<file path="src/rtl/otp_ovl_pkg.sv">
// Package: shared types and command constants for the secure OTP overlay.
// Assumes the command decoder compares only the low CMD_AW address bits.
package otp_ovl_pkg;

    localparam int CMD_AW = 11;

    localparam logic [CMD_AW-1:0] UNLK_ADDR_A = 11'h555;
    localparam logic [CMD_AW-1:0] UNLK_ADDR_B = 11'h2AA;
    localparam logic [7:0]        UNLK_DATA_A = 8'hAA;
    localparam logic [7:0]        UNLK_DATA_B = 8'h55;
    localparam logic [7:0]        CODE_ENTER  = 8'h88;
    localparam logic [7:0]        CODE_EXIT   = 8'h90;
    localparam logic [7:0]        CODE_LOCK   = 8'h60;

    typedef enum logic [1:0] {
        SEQ_IDLE = 2'd0,
        SEQ_GOT1 = 2'd1,
        SEQ_GOT2 = 2'd2
    } seq_st_t;

    typedef enum logic [1:0] {
        OP_NONE  = 2'd0,
        OP_ENTER = 2'd1,
        OP_EXIT  = 2'd2,
        OP_LOCK  = 2'd3
    } ovl_op_t;

endpackage

</file>
<file path="src/rtl/otp_cmd_seq.sv">
// Module: otp_cmd_seq
// Tracks the two unlock writes and decodes the code on the third write
// into a single-cycle operation. Any write that does not match the expected
// step sends the tracker back to idle. Assumes cmd_we lasts one cycle per
// write cycle. srst_n is a synchronous active-low reset.
module otp_cmd_seq
    import otp_ovl_pkg::*;
(
    input  logic              clk,
    input  logic              srst_n,
    input  logic              we,
    input  logic [CMD_AW-1:0] addr,
    input  logic [7:0]        data,
    output ovl_op_t           op
);

    seq_st_t st_q;
    seq_st_t st_d;
    logic    hit_a;
    logic    hit_b;

    // Purpose: match the two unlock steps.
    always_comb begin
        hit_a = (addr == UNLK_ADDR_A) && (data == UNLK_DATA_A);
        hit_b = (addr == UNLK_ADDR_B) && (data == UNLK_DATA_B);
    end

    // Purpose: next tracker state and op decode for the current write.
    always_comb begin
        st_d = st_q;
        op   = OP_NONE;
        if (we) begin
            unique case (st_q)
                SEQ_IDLE: st_d = hit_a ? SEQ_GOT1 : SEQ_IDLE;
                SEQ_GOT1: st_d = hit_b ? SEQ_GOT2 : SEQ_IDLE;
                SEQ_GOT2: begin
                    st_d = SEQ_IDLE;
                    if (data == CODE_ENTER)     op = OP_ENTER;
                    else if (data == CODE_EXIT) op = OP_EXIT;
                    else if (data == CODE_LOCK) op = OP_LOCK;
                    else                        op = OP_NONE;
                end
                default:  st_d = SEQ_IDLE;
            endcase
        end
    end

    // Purpose: tracker state register.
    always_ff @(posedge clk) begin
        if (!srst_n) st_q <= SEQ_IDLE;
        else         st_q <= st_d;
    end

    // A broken second step must return to idle.
    p_abort_second_r3: assert property (@(posedge clk) disable iff (!srst_n)
        (we && st_q == SEQ_GOT1 && !hit_b) |=> (st_q == SEQ_IDLE));

    // An op is only produced at the third step.
    p_op_only_third_r3: assert property (@(posedge clk) disable iff (!srst_n)
        (op != OP_NONE) |-> (st_q == SEQ_GOT2));

endmodule

</file>
<file path="src/rtl/otp_mode_lock.sv">
// Module: otp_mode_lock
// Holds the secure-mode flag and the sticky lock bit. The hardware reset
// clears only the mode. The power-on reset clears both, since the lock
// stands in for a non-volatile cell. A lock op counts only in secure mode.
module otp_mode_lock
    import otp_ovl_pkg::*;
(
    input  logic    clk,
    input  logic    hw_rst_n,
    input  logic    por_n,
    input  ovl_op_t op,
    output logic    secure_q,
    output logic    lock_q
);

    // Purpose: secure-mode flag register.
    always_ff @(posedge clk) begin
        if (!por_n || !hw_rst_n)   secure_q <= 1'b0;
        else if (op == OP_ENTER)   secure_q <= 1'b1;
        else if (op == OP_EXIT)    secure_q <= 1'b0;
    end

    // Purpose: sticky lock register, cleared only at power-on.
    always_ff @(posedge clk) begin
        if (!por_n)                              lock_q <= 1'b0;
        else if (hw_rst_n && op == OP_LOCK && secure_q) lock_q <= 1'b1;
    end

    p_enter_r1: assert property (@(posedge clk) disable iff (!por_n || !hw_rst_n)
        (op == OP_ENTER) |=> secure_q);

    p_exit_r2: assert property (@(posedge clk) disable iff (!por_n || !hw_rst_n)
        (op == OP_EXIT) |=> !secure_q);

    p_lock_needs_secure_r7: assert property (@(posedge clk) disable iff (!por_n)
        (!secure_q && !lock_q) |=> !lock_q);

    p_lock_sticky_r9: assert property (@(posedge clk) disable iff (!por_n)
        lock_q |=> lock_q);

    p_hwrst_mode_r9: assert property (@(posedge clk) disable iff (!por_n)
        !hw_rst_n |=> !secure_q);

endmodule

</file>
<file path="src/rtl/otp_addr_map.sv">
// Module: otp_addr_map
// Decodes an access address against the boot-sector window and routes it
// either to the normal array or to the identification area. TOP_BOOT picks
// a window at the top or at the bottom of the space. Assumes
// WIN_AW > OTP_AW and ADDR_W > WIN_AW.
module otp_addr_map #(
    parameter int ADDR_W    = 20,
    parameter int WIN_AW    = 15,
    parameter int OTP_WORDS = 128,
    parameter bit TOP_BOOT  = 1'b1,
    localparam int OTP_AW   = $clog2(OTP_WORDS)
) (
    input  logic              secure,
    input  logic              locked,
    input  logic [ADDR_W-1:0] acc_addr,
    input  logic              acc_prog,
    output logic              sel_main,
    output logic              sel_otp,
    output logic [OTP_AW-1:0] map_addr,
    output logic              prog_ok
);

    localparam int TAG_W = ADDR_W - WIN_AW;
    localparam int GAP_W = WIN_AW - OTP_AW;

    logic [TAG_W-1:0] tag;
    logic [GAP_W-1:0] gap;
    logic             in_win;
    logic             in_otp;

    assign tag = acc_addr[ADDR_W-1:WIN_AW];
    assign gap = acc_addr[WIN_AW-1:OTP_AW];

    // Purpose: choose the window position from the boot configuration.
    generate
        if (TOP_BOOT) begin : g_top
            assign in_win = &tag;
        end else begin : g_bot
            assign in_win = ~|tag;
        end
    endgenerate

    // Purpose: only the first OTP_WORDS words of the window are backed.
    assign in_otp = in_win && (gap == '0);

    // Purpose: route the access and decide whether programming is allowed.
    always_comb begin
        if (secure) begin
            sel_main = 1'b0;
            sel_otp  = in_otp;
            map_addr = in_otp ? acc_addr[OTP_AW-1:0] : '0;
            prog_ok  = acc_prog && in_otp && !locked;
        end else begin
            sel_main = 1'b1;
            sel_otp  = 1'b0;
            map_addr = '0;
            prog_ok  = acc_prog;
        end
    end

endmodule

</file>
<file path="src/rtl/otp_overlay_ctrl.sv">
// Module: otp_overlay_ctrl (top)
// Ties the command tracker, the mode/lock registers and the address router
// together. Both resets are synchronous and active low. The hardware reset
// clears the mode and tracker. The power-on reset also clears the lock.
module otp_overlay_ctrl
    import otp_ovl_pkg::*;
#(
    parameter int ADDR_W    = 20,
    parameter int WIN_AW    = 15,
    parameter int OTP_WORDS = 128,
    parameter bit TOP_BOOT  = 1'b1
) (
    input  logic                         clk,
    input  logic                         rst_n,
    input  logic                         por_n,
    input  logic                         cmd_we,
    input  logic [10:0]                  cmd_addr,
    input  logic [7:0]                   cmd_data,
    input  logic [ADDR_W-1:0]            acc_addr,
    input  logic                         acc_prog,
    output logic                         sel_main,
    output logic                         sel_otp,
    output logic [$clog2(OTP_WORDS)-1:0] map_addr,
    output logic                         prog_ok,
    output logic                         lock_q
);

    ovl_op_t op;
    logic    seq_rst_n;
    logic    secure_q;

    // Purpose: the tracker restarts on either reset.
    assign seq_rst_n = rst_n && por_n;

    otp_cmd_seq u_seq (
        .clk    (clk),
        .srst_n (seq_rst_n),
        .we     (cmd_we),
        .addr   (cmd_addr),
        .data   (cmd_data),
        .op     (op)
    );

    otp_mode_lock u_mode (
        .clk      (clk),
        .hw_rst_n (rst_n),
        .por_n    (por_n),
        .op       (op),
        .secure_q (secure_q),
        .lock_q   (lock_q)
    );

    otp_addr_map #(
        .ADDR_W    (ADDR_W),
        .WIN_AW    (WIN_AW),
        .OTP_WORDS (OTP_WORDS),
        .TOP_BOOT  (TOP_BOOT)
    ) u_map (
        .secure   (secure_q),
        .locked   (lock_q),
        .acc_addr (acc_addr),
        .acc_prog (acc_prog),
        .sel_main (sel_main),
        .sel_otp  (sel_otp),
        .map_addr (map_addr),
        .prog_ok  (prog_ok)
    );

    p_sel_excl_r4: assert property (@(posedge clk) disable iff (!seq_rst_n)
        $onehot0({sel_main, sel_otp}));

    p_secure_no_main_r5: assert property (@(posedge clk) disable iff (!seq_rst_n)
        secure_q |-> !sel_main);

    p_locked_no_prog_r8: assert property (@(posedge clk) disable iff (!seq_rst_n)
        (sel_otp && lock_q) |-> !prog_ok);

    p_por_clears_lock_r10: assert property (@(posedge clk)
        !por_n |=> !lock_q);

endmodule

</file>
<file path="config.mk">
export PLATFORM = sky130hd
export DESIGN_NAME = otp_overlay_ctrl
export DESIGN_NICKNAME = d
export VERILOG_FILES = /design/src/rtl/otp_ovl_pkg.sv /design/src/rtl/otp_cmd_seq.sv /design/src/rtl/otp_mode_lock.sv /design/src/rtl/otp_addr_map.sv /design/src/rtl/otp_overlay_ctrl.sv
export SDC_FILE = /design/constraint.sdc
export NUM_CORES = 1
export LEC_CHECK = 0
export BUFFER_PORTS_ARGS = -buffer_cell sky130_fd_sc_hd__buf_2
export CAP_MARGIN = 20
export CORE_ASPECT_RATIO = 1.5
export CORE_MARGIN = 2
export CORE_UTILIZATION = 25
export CTS_CLUSTER_DIAMETER = 120
export DETAILED_ROUTE_END_ITERATION = 16
export SLEW_MARGIN = 40
export SYNTH_ARGS = -nofsm -noshare
export SYNTH_HDL_FRONTEND = slang
export SYNTH_SLANG_ARGS = --single-unit
</file>
<file path="constraint.sdc">
create_clock -name clk -period 3.5 [get_ports clk]
set_input_delay 0.175 -clock clk [delete_from_list [all_inputs] [get_ports clk]]
set_output_delay 0.175 -clock clk [all_outputs]
set_load 0.005 [all_outputs]
</file>
==> Word level (Yosys, flattened, before mapping) <==
Cells that the tools add are included.
W data, S select, Z words.
{ "totals": {"ff_bits": 4} }
{ "classes": {"reduce_logical": 16, "eq_ne": 12, "n_mux": 15} }
{ "op_table": {"columns": ["cell", "count"], "rows": [
  ["$eq A8 B8 Y1 const B", 3],
  ["$eq A8 B7 Y1 const B", 2],
  ["$mux W7", 2],
  ["$mux W2", 6],
  ["$eq A11 B10 Y1 const B", 1],
  ["$eq A11 B11 Y1 const B", 1],
  ["$logic_and A1 B1 Y1", 8],
  ["$logic_not A8 Y1", 1],
  ["$eq A2 B2 Y1 const B", 3],
  ["$mux W1", 6],
  ["$reduce_and A5 Y1", 1],
  ["$eq A2 B1 Y1 const B", 2],
  ["$pmux W2 S2", 1],
  ["$logic_not A1 Y1", 3],
  ["$logic_not A2 Y1", 1],
  ["$reduce_bool A2 Y1", 1],
  ["$logic_or A1 B1 Y1", 1]
]} }

==> Longest topological paths before layout <==
{ "logic_depth": {"depth_word": 9, "depth_mapped": 6} }

==> Modules after synthesis <==
Synthesis repeated with hierarchy kept, for this count alone.
{ "hier_totals": {"cells_unflattened": 58, "hier_area_um2": 486.7} }
{ "modules_own_cells": {"columns": ["module", "cells_per_inst", "seq_area_each_um2", "instances", "area_each_um2"], "rows": [
  ["otp_cmd_seq", 30, 40.0, 1, 256.5],
  ["otp_addr_map", 17, 0.0, 1, 125.1],
  ["otp_mode_lock", 10, 40.0, 1, 98.8],
  ["otp_overlay_ctrl", 1, 0.0, 1, 6.3]
]} }

==> Least setup slack after synthesis <==
Ideal clock, no wire load.
{ "synth_timing": {"kind": "input port to flip-flop", "start": "input cmd_data[0]", "end": "register u_mode.secure_q", "arrival_ps": 1377, "stages": 6, "setup_time_ps": 115, "setup_slack_ps": 2008, "path_buffers": 0, "cell_sequence": "nor4b_1 nand3_1 a211oi_1 ha_1 mux2i_1 nor2_1"} }
{ "synth_between": {"elab_chain_cells": 8, "word_cells_on_any_way": 12, "classes_between": "5 x eq/ne; 6 x mux; 1 x reduce/logical"} }
{ "synth_lines": {"columns": ["element", "line_no", "rtl"], "rows": [
  ["start: declaration", "otp_overlay_ctrl.sv:18", "input logic [7:0] cmd_data,"],
  ["$eq A8 B7 Y1", "otp_cmd_seq.sv:40", "else if (data == CODE_LOCK) op = OP_LOCK;"],
  ["$mux W2", "otp_cmd_seq.sv:40", null],
  ["$mux W2", "otp_cmd_seq.sv:39", "else if (data == CODE_EXIT) op = OP_EXIT;"],
  ["$mux W2 *", "otp_cmd_seq.sv:38", "if (data == CODE_ENTER) op = OP_ENTER;"],
  ["$mux W2 *", "otp_cmd_seq.sv:33", "unique case (st_q)"],
  ["$mux W2 *", "otp_cmd_seq.sv:32", "if (we) begin"],
  ["$eq A2 B1 Y1 or $eq A2 B2 Y1 (tied branches)", "otp_mode_lock.sv:19, otp_mode_lock.sv:20", null],
  ["$mux W1 or $reduce_bool A2 Y1 (tied branches)", null, null],
  ["end signal: assignment", "otp_mode_lock.sv:18", "if (!por_n || !hw_rst_n) secure_q <= 1'b0;"],
  ["end signal: assignment", "otp_mode_lock.sv:19", "else if (op == OP_ENTER) secure_q <= 1'b1;"],
  ["end signal: assignment", "otp_mode_lock.sv:20", "else if (op == OP_EXIT) secure_q <= 1'b0;"],
  ["end: declaration", "otp_mode_lock.sv:12", "output logic secure_q,"]
]} }
Every way passes the cells marked *; elsewhere a longest branch is shown, timed or not.
A chain may end at the register's enable or synchronous reset.

==> Worst setup path in the final report <==
{ "layout_timing": {"start": "register u_seq.st_q[1]", "end": "register u_mode.secure_q"} }
{ "layout_between": {"elab_chain_cells": 5, "word_cells_on_any_way": 7, "classes_between": "3 x eq/ne; 3 x mux; 1 x reduce/logical"} }
{ "layout_lines": {"columns": ["element", "line_no", "rtl"], "rows": [
  ["start: declaration", "otp_cmd_seq.sv:17", "seq_st_t st_q;"],
  ["start signal: assignment", "otp_cmd_seq.sv:51", "else st_q <= st_d;"],
  ["$eq A2 B2 Y1 *", "otp_cmd_seq.sv:33", null],
  ["$mux W2 *", "otp_cmd_seq.sv:33", null],
  ["$mux W2 *", "otp_cmd_seq.sv:32", null],
  ["$eq A2 B1 Y1 or $eq A2 B2 Y1 (tied branches)", "otp_mode_lock.sv:19, otp_mode_lock.sv:20", null],
  ["$mux W1 or $reduce_bool A2 Y1 (tied branches)", null, null]
]} }
Marked as above.

==> reports/results.env <==
DIEAREA_UM2=2740
GRT_OVERFLOW_TOTAL=0
POSTROUTEWIRELENGTH_UM=1600
AREAGROWTHSYNTHTOFINISH_PCT=55.2
HOLD_DEPTH=2
TOTAL_NON_FILLER_CELL_AREA_IN_THE_FINISHED_LAYOUT_UM2=905
PATH_MAX_FANOUT=4
CTSHOLDBUFFERS=0
SHARE_CLK_OF_TOTAL_POWER_PCT=37.8
ARRIVAL_TIME_WORST_ENDPOINT_NS=1.64
ROUTE.ANTENNA.REMAINING_NETS=0
CTS.SINKS=4
P_INT_mW=0.110
FLOORPLAN.ROWS=21
MIN_PERIOD_OVER_PERIOD_PCT=43.3
POWER_PER_CELL_AREA_nW_PER_UM2=167
HOLD_VIOLATIONS=0
TIMING.HOLD.WORST.CLASS='input pin to flop'
TOTALNEGATIVESETUPSLACK_NS=0
ASYNC_FLOP_SHARE_PCT=0
DP_WORST_SETUP_SLACK_NS=1.77
HTREEDEPTH=1
TOP_LEVEL_PORTS=55
SYNTH_TOP_FLOP_CELL='dfxtp_1'
YOSYS_REGISTER_BITS=4
SEQUENTIAL_CELL_AREA_FRACTION_IN_THE_YOSYS_REPORT_PCT=13.7
FIN_NETS=176
DETAILEDROUTE.FIRSTITERATIONVIOLATIONS=7
POST-PLACE-CELLS=148
CLK_ROOT_BUFFER_CELL='clkbuf_4'
SETUP_VIOLATIONS=0
VIA_PER_INST=4.97
PWR-SHARE-COMB_PCT=31.8
TRITONCTS='built'
WORST_SKEW_PAIR.LATE_LATENCY_NS=0.23
MAX_CLOCK_FREQ_MHz=661
COUNT_OF_MAX_CAP_CONSTRAINT_VIOLATIONS=0
FILLERINSTANCES=239
SWITCHING_POWER_mW=0.0404
FINAL_LAYOUT_SIZE_SUFFIX_GT1_SHARE_PCT=53.1
TIMING.REG2REG.WORST_PATH_DEPTH=5
CTS_POST_SETUP_BUFFERS_INSERTED=0
SYNTHDOMINANTAREACELLTYPE='dfxtp_1'
LAYOUT_MIN_CYCLE_TIME_NS=1.51
DETAILED_PLACE.AREA_UM2=882
FP.DIEH_UM=63.1
DETAILED_PLACE_HPWL_UM=1460
CTS-RESIZED-GATES=0
STATUS='finished clean'
SYNTH_CELL_TYPES=27
POSTLAYOUTCOREUTIL_PCT=40.5
CRITICAL_PATH_CLASS='flop to flop'
WORSTMARGINPINSLEW_NS=0.450
STDCELL_COUNT=151
GRTUSAGETOTAL_PCT=12.4
SYNTH-EDFF-COUNT=0
YS_TOP_CELLS_BY_AREA='dfxtp_1 14%, nor3_2 12%, nor4bb_1 8.6%'
NETLIST.AREA_LEADER.SHARE_PCT=13.7
WIRE_PER_INST_UM=10.6
FINAL_MAX_SLEW_VIOL_COUNT=0
CLOCKBUFFERDEPTH=2
CTS_MADE_BUFFERS=3
WORST_HOLD_SLACK_NS=0.186
GRT_SETUP_UNREPAIRED='false'
WORST_RELATIVE_SLEW_SLACK_PCT=69.9
DRT_FIRST_PASS_ITERS=3
PATH_CLK_SLEW_NS=0.04
SWITCHING_SHARE_OF_POWER_PCT=26.8
GP_CONGESTION=0.763
PEAKVDDDROP_mV=0.0995
POST_SYNTH_INST_COUNT=71
GRT_MAX_DEGREE=9
SYN_NETS=117
SETUP_WS_NS=1.99
DRCVIOLATIONCOUNT=0
SYN_AREA_UM2=583
TIMING.CRITICAL_PATH.REQUIRED_NS=3.62
ANTENNA_FOUND_INITIAL=0
POST-LAYOUT-TOTAL-POWER_mW=0.151
PORT-BUFFER-COUNT=54
SYN-MEAN-INSTANCE-AREA_UM2=8.21
GRT_PASS1_WL_UM=2690
SHARE_SEQ_OF_TOTAL_POWER_PCT=30.4
FINCLKSKEW_NS=0.00251
VIAS=751
STARTPOINT_CLASS_OF_THE_CRITICAL_PATH='flop'
CORE_AREA_UM2=2230
FLOORPLAN.INITIALDENSITY_PCT=26.1
WORST_SETUP_PATH_END_KIND='flop'
ANTENNA_CELLS=0
YS_WARN_COUNT=0
POWER.LEAKAGE_nW=0.422
DIE_W_UM=43.4
FIRST_GLOBAL_VIAS=720
==> worst max-delay path, stage by stage (launching register included) <==
cell     delay [ns]
dfxtp_1        0.36
nand3_1        0.14
or3_1          0.36
ha_1           0.30
mux2i_1        0.20
nor2_1         0.05
==> registers in the layout, summed over array words and instances, names as in the netlist <==
name / count
u_mode.lock_q: 1
u_seq.st_q: 2
u_mode.secure_q: 1
==> cell usage after synthesis (3+ instances only) <==
cell type / number
nand2_1: 3
nand4_1: 4
inv_1: 12
dfxtp_1: 4
nor2b_1: 3
nand3_1: 3
nor2_1: 6
nor4bb_1: 5
nor3_2: 7
==> layer usage <==
metal,up-vias,GRT usage [%],part of all wire [%]
li1,387,-,-
met1,307,12.3,37
met2,57,22.8,48
met3,0,4.01,15
met4,0,4.55,0
met5,-,0,0
==> layout by cell type (no fill, tap or decap), drive strengths merged, types with 3 or more instances in the layout <==
| cell | Yosys | routed |
|---|---|---|
| buf | 0 | 54 |
| clkbuf | 0 | 3 |
| dfxtp | 4 | 4 |
| inv | 12 | 12 |
| nand2 | 3 | 3 |
| nand3 | 3 | 3 |
| nand4 | 5 | 5 |
| nor2 | 6 | 6 |
| nor2b | 3 | 3 |
| nor3 | 8 | 8 |
| nor4b | 3 | 3 |
| nor4bb | 5 | 5 |
| o32ai | 3 | 3 |
==> power groups by stage <==
stage | Sequential [mW] | Combinational [mW] | Clock (mW)
final | 0.0458 | 0.0480 | 0.0571
after global routing | 0.0457 | 0.0537 | 0.0661
after detailed placement | 0.0465 | 0.0483 | 0
after global placement | 0.0465 | 0.0475 | 0
after floorplan | 0.0465 | 0.0151 | 0
after CTS | 0.0458 | 0.0486 | 0.0613
==> path summary, 6_finish.rpt <==
path                                    start              end  slack [ns]
worst max-delay path            u_seq.st_q[1]  u_mode.secure_q        1.99
worst min-delay path                    por_n    u_mode.lock_q        0.19
worst max register to register  u_seq.st_q[1]  u_mode.secure_q        1.99
worst min register to register  u_mode.lock_q    u_mode.lock_q        0.50
==> cell type report <==
class,instances,area [um^2],share of cell area (%)
well taps,23,28.8,3.18
multi-input cells,55,458,50.6
clock buffers,3,22.5,2.49
inverters,12,45.0,4.98
repair buffers,54,270,29.9
flip-flops and latches,4,80.1,8.85
==> cell families after synthesis <==
group	Yosys count	share of synthesized area, %
AO/OA/AOI/OAI	6	9.23
adder cells (fa/ha/maj)	2	4.29
buffers and inverters	12	7.72
flip-flops	4	13.7
multiplexers	1	1.72
AND/OR/NAND/NOR	46	63.3
Power figures use the tool's default switching activity.
